<file path="config.mk">
export PLATFORM = sky130hd
export DESIGN_NAME = imm_accum_cpu
export DESIGN_NICKNAME = d
export VERILOG_FILES = /design/src/rtl/iac_pkg.sv /design/src/rtl/iac_ctrl.sv /design/src/rtl/iac_pc.sv /design/src/rtl/iac_alu.sv /design/src/rtl/imm_accum_cpu.sv
export SDC_FILE = /design/constraint.sdc
export NUM_CORES = 1
export LEC_CHECK = 0
export BUFFER_PORTS_ARGS = -buffer_cell sky130_fd_sc_hd__buf_4
export CELL_PAD_IN_SITES_DETAIL_PLACEMENT = 0
export CELL_PAD_IN_SITES_GLOBAL_PLACEMENT = 1
export CORE_MARGIN = 2
export CORE_UTILIZATION = 35
export DETAILED_ROUTE_END_ITERATION = 8
export GPL_TIMING_DRIVEN = 0
export PLACE_DENSITY = 0.72
export SYNTH_ARGS = -nofsm -noshare
export SYNTH_HDL_FRONTEND = slang
export SYNTH_SLANG_ARGS = --single-unit
export TNS_END_PERCENT = 10
</file>
<file path="constraint.sdc">
create_clock -name clk -period 4 [get_ports clk]
set_input_delay 0.8 -clock clk [delete_from_list [all_inputs] [get_ports clk]]
set_output_delay 0.8 -clock clk [all_outputs]
set_load 0.005 [all_outputs]
</file>
<file path="src/rtl/iac_pkg.sv">
// Shared definitions for the immediate-operand accumulator sequencer.
// Assumes an opcode field of fixed width at the top of each instruction word.
package iac_pkg;

    localparam int OP_W = 3;

    typedef enum logic [OP_W-1:0] {
        OPC_NOP  = 3'd0,
        OPC_NOT  = 3'd1,
        OPC_AND  = 3'd2,
        OPC_OR   = 3'd3,
        OPC_ADD  = 3'd4,
        OPC_LOAD = 3'd5,
        OPC_RSV6 = 3'd6,
        OPC_RSV7 = 3'd7
    } opcode_e;

    typedef enum logic [2:0] {
        FN_HOLD,
        FN_INV,
        FN_MASK,
        FN_MERGE,
        FN_SUM,
        FN_PASS
    } alu_fn_e;

    typedef enum logic {
        PH_FETCH = 1'b0,
        PH_EXEC  = 1'b1
    } phase_e;

    typedef struct packed {
        alu_fn_e fn;
        logic    acc_we;
    } dec_t;

    // Maps an opcode to an ALU function and an accumulator write enable.
    function automatic dec_t decode_op(input opcode_e op);
        dec_t d;
        d.fn     = FN_HOLD;
        d.acc_we = 1'b0;
        case (op)
            OPC_NOT:  begin d.fn = FN_INV;   d.acc_we = 1'b1; end
            OPC_AND:  begin d.fn = FN_MASK;  d.acc_we = 1'b1; end
            OPC_OR:   begin d.fn = FN_MERGE; d.acc_we = 1'b1; end
            OPC_ADD:  begin d.fn = FN_SUM;   d.acc_we = 1'b1; end
            OPC_LOAD: begin d.fn = FN_PASS;  d.acc_we = 1'b1; end
            default:  begin d.fn = FN_HOLD;  d.acc_we = 1'b0; end
        endcase
        return d;
    endfunction

endpackage

</file>
<file path="src/rtl/iac_ctrl.sv">
// Control unit: a two-state phase sequencer, the instruction register and
// the opcode decoder. Assumes rom_data is valid throughout the fetch cycle.
module iac_ctrl #(
    parameter int DATA_W = 8,
    localparam int INSTR_W = iac_pkg::OP_W + DATA_W
) (
    input  logic                  clk,
    input  logic                  rst_n,
    input  logic [INSTR_W-1:0]    rom_data,
    output iac_pkg::phase_e       phase,
    output iac_pkg::opcode_e      opcode,
    output logic [DATA_W-1:0]     imm,
    output iac_pkg::alu_fn_e      alu_fn,
    output logic                  acc_we,
    output logic                  pc_inc
);
    import iac_pkg::*;

    phase_e              phase_q;
    logic [INSTR_W-1:0]  ir_q;
    dec_t                dec;

    // Alternate fetch and execute; restart in fetch on reset.
    always_ff @(posedge clk) begin
        if (!rst_n) phase_q <= PH_FETCH;
        else        phase_q <= (phase_q == PH_FETCH) ? PH_EXEC : PH_FETCH;
    end

    // Capture the instruction word only at the end of the fetch cycle.
    always_ff @(posedge clk) begin
        if (!rst_n)                  ir_q <= '0;
        else if (phase_q == PH_FETCH) ir_q <= rom_data;
    end

    // Split the instruction and decode it into datapath controls.
    always_comb begin
        opcode = opcode_e'(ir_q[INSTR_W-1 -: OP_W]);
        imm    = ir_q[DATA_W-1:0];
        dec    = decode_op(opcode);
        alu_fn = dec.fn;
        acc_we = dec.acc_we && (phase_q == PH_EXEC);
        pc_inc = (phase_q == PH_EXEC);
        phase  = phase_q;
    end

endmodule

</file>
<file path="src/rtl/iac_pc.sv">
// Program counter: steps by one when told to, wraps at its natural width.
module iac_pc #(
    parameter int PC_W = 8
) (
    input  logic            clk,
    input  logic            rst_n,
    input  logic            inc,
    output logic [PC_W-1:0] pc
);
    logic [PC_W-1:0] pc_q;

    // Clear on reset, otherwise advance by one when an instruction retires.
    always_ff @(posedge clk) begin
        if (!rst_n)   pc_q <= '0;
        else if (inc) pc_q <= pc_q + PC_W'(1);
    end

    assign pc = pc_q;

endmodule

</file>
<file path="src/rtl/iac_alu.sv">
// Combinational ALU: applies one function to the accumulator and a constant.
// The sum drops its carry-out.
module iac_alu #(
    parameter int DATA_W = 8
) (
    input  iac_pkg::alu_fn_e    fn,
    input  logic [DATA_W-1:0]   acc,
    input  logic [DATA_W-1:0]   imm,
    output logic [DATA_W-1:0]   result
);
    import iac_pkg::*;

    logic [DATA_W-1:0] bit_and;
    logic [DATA_W-1:0] bit_or;
    logic [DATA_W-1:0] bit_inv;

    // Bitwise lanes, one per accumulator bit.
    for (genvar b = 0; b < DATA_W; b++) begin : g_lane
        assign bit_and[b] = acc[b] & imm[b];
        assign bit_or[b]  = acc[b] | imm[b];
        assign bit_inv[b] = ~acc[b];
    end

    // Select the function result.
    always_comb begin
        case (fn)
            FN_INV:   result = bit_inv;
            FN_MASK:  result = bit_and;
            FN_MERGE: result = bit_or;
            FN_SUM:   result = acc + imm;
            FN_PASS:  result = imm;
            default:  result = acc;
        endcase
    end

endmodule

</file>
<file path="src/rtl/imm_accum_cpu.sv">
// Top of the accumulator sequencer. Runs the program store in address order,
// two cycles per instruction, with no jump and no write-back path.
// Assumes a program store that answers combinationally.
module imm_accum_cpu #(
    parameter int DATA_W = 8,
    parameter int PC_W   = 8,
    localparam int INSTR_W = iac_pkg::OP_W + DATA_W
) (
    input  logic               clk,
    input  logic               rst_n,
    output logic [PC_W-1:0]    rom_addr,
    input  logic [INSTR_W-1:0] rom_data,
    output logic [DATA_W-1:0]  acc_out
);
    import iac_pkg::*;

    phase_e            phase_w;
    opcode_e           op_w;
    logic [DATA_W-1:0] imm_w;
    alu_fn_e           fn_w;
    logic              acc_we_w;
    logic              pc_inc_w;
    logic [DATA_W-1:0] alu_res_w;
    logic [DATA_W-1:0] acc_q;

    iac_ctrl #(.DATA_W(DATA_W)) ctrl_i (
        .clk      (clk),
        .rst_n    (rst_n),
        .rom_data (rom_data),
        .phase    (phase_w),
        .opcode   (op_w),
        .imm      (imm_w),
        .alu_fn   (fn_w),
        .acc_we   (acc_we_w),
        .pc_inc   (pc_inc_w)
    );

    iac_pc #(.PC_W(PC_W)) pc_i (
        .clk   (clk),
        .rst_n (rst_n),
        .inc   (pc_inc_w),
        .pc    (rom_addr)
    );

    iac_alu #(.DATA_W(DATA_W)) alu_i (
        .fn     (fn_w),
        .acc    (acc_q),
        .imm    (imm_w),
        .result (alu_res_w)
    );

    // Accumulator: cleared on reset, loaded with the ALU result on execute.
    always_ff @(posedge clk) begin
        if (!rst_n)        acc_q <= '0;
        else if (acc_we_w) acc_q <= alu_res_w;
    end

    assign acc_out = acc_q;

endmodule

</file>
==> out/summary.log <==
[grt] total routing resource utilization after global routing 17.1%
[logic_synthesis] warning count from the yosys run 0
[cts] post-CTS setup buffer count 0
[sta] Hold WS 0.509 ns
[critical_path] reg-to-reg endpoint acc_out[5]$_SDFFE_PN0P_
[power] Leak 0.944 nW
[final_layout] area added between synthesis and finish 18.4%
[sta] Clock Skews 0.00323 ns
[logic_synthesis] proportion of netlist area held by the largest area contributor 28.3%
[sta] count of pins over their slew limit 0
[final_layout] leading cell type in the layout, fill and taps excluded sky130_fd_sc_hd__dfxtp_1
[cts] clock transition at the registers of the reported paths 0.10 ns
[drt] routed len/inst 15.1 µm
[place] number of port buffers 27
[place] last weighted congestion value of the routability-driven placer 0.839
[die] width of the die 79.2 µm
[power] power density over cell area 288 nW/µm²
[logic_synthesis] register bit total from synthesis 28
[outcome] status completed
[logic_synthesis] top_reg_cell synth sky130_fd_sc_hd__dfxtp_1
[sta] highest attainable clock frequency 0.415 GHz
[logic_synthesis] leading cell types by total area after synthesis sky130_fd_sc_hd__dfxtp_1 28%, sky130_fd_sc_hd__ha_1 12%, sky130_fd_sc_hd__mux2i_1 7.1%
[die] core box area 5470 µm²
[critical_path] Critical Path Start Type register
[drt] number of routed nets with antenna violations 0
[power] Clock Power Share 34.2%
[hold_path] HP Class reg -> reg
[final_layout] Final nets 299
[place] post-detailed-placement cell area 2270 µm²
[final_layout] Diodes inserted 0
[cts] clock latency on the worst-skew pair 0.28 ns
[sta] unrepaired setup endpoints after global routing false
[cts] TritonCTS clock tree yes
[cts] H-tree lvl count 1
[sta] Tmin final 2.41 ns
[sta] worst slew slack as a fraction of its limit 43.9%
[power] sequential share of power 45.2%
[logic_synthesis] register area share after synthesis 28.3%
[drt] DR vias/cell 5.20
[logic_synthesis] post-synth top area cell sky130_fd_sc_hd__dfxtp_1
[grt] number of global-route vias before repair 1696
[grt] M3 GR Usage 2.50%
[logic_synthesis] synthesized netlist cell count 234
[die] die area 6280 µm²
[critical_path] WP data arrival 2.58 ns
[grt] wire length of the first global-routing pass 8460 µm
[drt] Pre-Repair DR Iteration Count 4
[critical_path] Setup Crit Path Kind reg -> reg
[power] fraction of power spent switching nets 28.1%
[cts] total CTS buffers 3
[sta] hold violation count in the final report 0
[grt] maximum number of pins on one net before global-route repair 17
[logic_synthesis] mean cell area of the mapped netlist 8.46 µm²
[final_layout] leading cell types in the layout, fill and taps excluded 28 x sky130_fd_sc_hd__dfxtp_1, 27 x sky130_fd_sc_hd__buf_4, 22 x sky130_fd_sc_hd__inv_1
[critical_path] kind of end point of the critical path register
[drt] via count 1753
[place] Detail Placement HPWL 3800 µm
[logic_synthesis] Syn Std Cell Area 1980 µm²
[cts] Max Root-Sink Buffers 2
[drt] Total Routed Length 5090 µm
[final_layout] count of placed standard cells in the final layout, fillers left out 337
[logic_synthesis] async set-reset flop share out of synthesis 0%
[sta] actual transition at the worst max-transition pin 0.841 ns
[critical_path] largest driver fanout on the critical path 10
[logic_synthesis] number of distinct library cells after synthesis 52
[job] max-capacitance violation count 0
[die] I/O pin total 29
[final_layout] proportion of layout cells with a drive suffix above 1 14.7%
[grt] most congested layer reported by global routing met2
[power] Combinational Power Share 20.6%
[sta] Final setup viols 0
[cts] number of gates resized after cts 0
[die] starting density of the core 36.2%
[critical_path] depth of the worst register-to-register path 8
[drt] DRC viols 0
[place] number of instances in the placed design 333
[critical_path] RR Startpoint ctrl_i.ir_q[9]$_SDFFE_PN0N_
[die] number of core rows 27
[power] Switching Power 0.000190 W
[die] chip height 79.2 µm
[final_layout] Filler Cell Count 580
[logic_synthesis] EDFF count, synth 0
[cts] # clock sinks 28
[grt] met1 track demand over resource 24.8%
[hold_path] Hold Path Depth 2
[power] Internal Dissipation 0.000486 W
[sta] Fin Setup TNS 0 ns
[hold_path] Hold Startpoint pc_i.pc[7]$_SDFFE_PN0P_
[grt] initial antenna violation count 0
[drt] Iteration-0 DRC Markers 100
[critical_path] register-to-register setup slack 1.59 ns
[grt] met2 Resource Use GR 26.9%
[final_layout] final instance area 2340 µm²
[grt] GR Overflow Total 0
[hold_path] Hold Path End pc_i.pc[7]$_SDFFE_PN0P_
[sta] portion of the clock cycle consumed by the worst path in the final layout 60.3%
[critical_path] data required time of the critical path 4.17 ns
[cts] hold-fix buffer count after cts 0
[logic_synthesis] number of nets produced by synthesis 267
[power] Max IR drop VDD 0.144 mV
[cts] Root Driver sky130_fd_sc_hd__clkbuf_8
==> worst max path at each step <==
stage | startpoint | to | cells after the start | slack [ns]
2_1_floorplan | ctrl_i.ir_q[9]$_SDFFE_PN0N_ | acc_out[5]$_SDFFE_PN0P_ | 8 | 1.90
3_3_place_gp | ctrl_i.ir_q[9]$_SDFFE_PN0N_ | acc_out[5]$_SDFFE_PN0P_ | 8 | 1.59
3_5_place_dp | ctrl_i.ir_q[9]$_SDFFE_PN0N_ | acc_out[5]$_SDFFE_PN0P_ | 8 | 1.59
4_1_cts | ctrl_i.ir_q[9]$_SDFFE_PN0N_ | acc_out[5]$_SDFFE_PN0P_ | 8 | 1.58
5_1_grt | ctrl_i.ir_q[9]$_SDFFE_PN0N_ | acc_out[5]$_SDFFE_PN0P_ | 8 | 1.47
6_report | ctrl_i.ir_q[9]$_SDFFE_PN0N_ | acc_out[5]$_SDFFE_PN0P_ | 8 | 1.59
==> sequential cells by signal, summed over array words and instances, names as in the netlist <==
register       count
ctrl_i.pc_inc      1
pc_i.pc            8
ctrl_i.ir_q       11
acc_out            8
==> layout make-up <==
class / instances / area [µm²] / share of cell area (%)
clock buffer: 3 / 41.3 / 1.76
sequential: 28 / 561 / 23.9
clock inverter: 1 / 30.0 / 1.28
multi-input combinational: 173 / 1290 / 54.9
tap: 72 / 90.1 / 3.84
buffer: 10 / 47.5 / 2.03
timing repair buffer: 27 / 203 / 8.64
inverter: 23 / 86.3 / 3.68
==> metrics by stage <==
stage | util (%) | setup WS, ns | total power, W
6_report | 42.8 | 1.59 | 0.000676
5_1_grt | 42.8 | 1.47 | 0.000715
4_1_cts | 42.8 | 1.58 | 0.000687
3_5_place_dp | 41.5 | 1.59 | 0.000451
3_3_place_gp | 41.5 | 1.59 | 0.000450
2_1_floorplan | - | 1.90 | 0.000403
==> worst max-delay path, stage by stage, from the launching register on <==
cell and delay [ns]:
sky130_fd_sc_hd__dfxtp_1 0.42, sky130_fd_sc_hd__inv_1 0.06, sky130_fd_sc_hd__ha_1 0.41, sky130_fd_sc_hd__maj3_2 0.35
sky130_fd_sc_hd__buf_2 0.19, sky130_fd_sc_hd__o21ai_2 0.28, sky130_fd_sc_hd__and4b_1 0.24, sky130_fd_sc_hd__o31ai_1 0.23
sky130_fd_sc_hd__a31oi_1 0.12
==> layer usage <==
| metal | part of all wire, % | wire (µm) | up-vias |
|---|---|---|---|
| li1 | - | - | 906 |
| met1 | 51 | 2600 | 806 |
| met2 | 44 | 2240 | 37 |
| met3 | 4.4 | 226 | 4 |
| met4 | 0.43 | 22 | 0 |
| met5 | 0 | 0 | - |
==> kinds of logic (layout without fill, tap and decap cells) <==
family	Yosys count	in the layout	share of synthesized area, %
and+or+nand+nor	69	69	20.8
AOI/OAI and AO/OA	63	63	20.8
buffers and inverters	33	64	6.76
DFF	28	28	28.3
adders and majority gates	21	21	13.6
muxes	14	14	7.07
xor gates and xnor gates	6	6	2.65
==> cells in the mapped netlist, types with 2 or more instances <==
library cell               number
sky130_fd_sc_hd__dfxtp_1       28
sky130_fd_sc_hd__inv_1         22
sky130_fd_sc_hd__ha_1          19
sky130_fd_sc_hd__o21ai_0       18
sky130_fd_sc_hd__nor2b_1       16
sky130_fd_sc_hd__mux2i_1       14
sky130_fd_sc_hd__a21oi_1        9
sky130_fd_sc_hd__nand2_1        8
sky130_fd_sc_hd__a31oi_1        7
sky130_fd_sc_hd__and2_1         7
sky130_fd_sc_hd__clkbuf_1       6
sky130_fd_sc_hd__nor2_1         6
sky130_fd_sc_hd__a211oi_1       5
sky130_fd_sc_hd__nand4_1        5
sky130_fd_sc_hd__or3_1          5
sky130_fd_sc_hd__xnor2_1        5
sky130_fd_sc_hd__nand3_1        4
sky130_fd_sc_hd__nor3_1         4
sky130_fd_sc_hd__a21boi_0       3
sky130_fd_sc_hd__and4_1         3
sky130_fd_sc_hd__a221o_1        2
sky130_fd_sc_hd__buf_2          2
sky130_fd_sc_hd__nand2b_1       2
sky130_fd_sc_hd__nor4_1         2
sky130_fd_sc_hd__o211ai_1       2
sky130_fd_sc_hd__o21a_1         2
sky130_fd_sc_hd__o22ai_1        2
sky130_fd_sc_hd__o31ai_1        2
==> power groups by stage <==
stage | logic, W | registers, W | clock network [W]
5_1_grt | 0.000155 | 0.000309 | 0.000251
6_report | 0.000139 | 0.000306 | 0.000231
2_1_floorplan | 0.0000940 | 0.000309 | 0
3_5_place_dp | 0.000139 | 0.000312 | 0
4_1_cts | 0.000140 | 0.000306 | 0.000242
3_3_place_gp | 0.000138 | 0.000312 | 0
(Power assumes the default switching activity.)
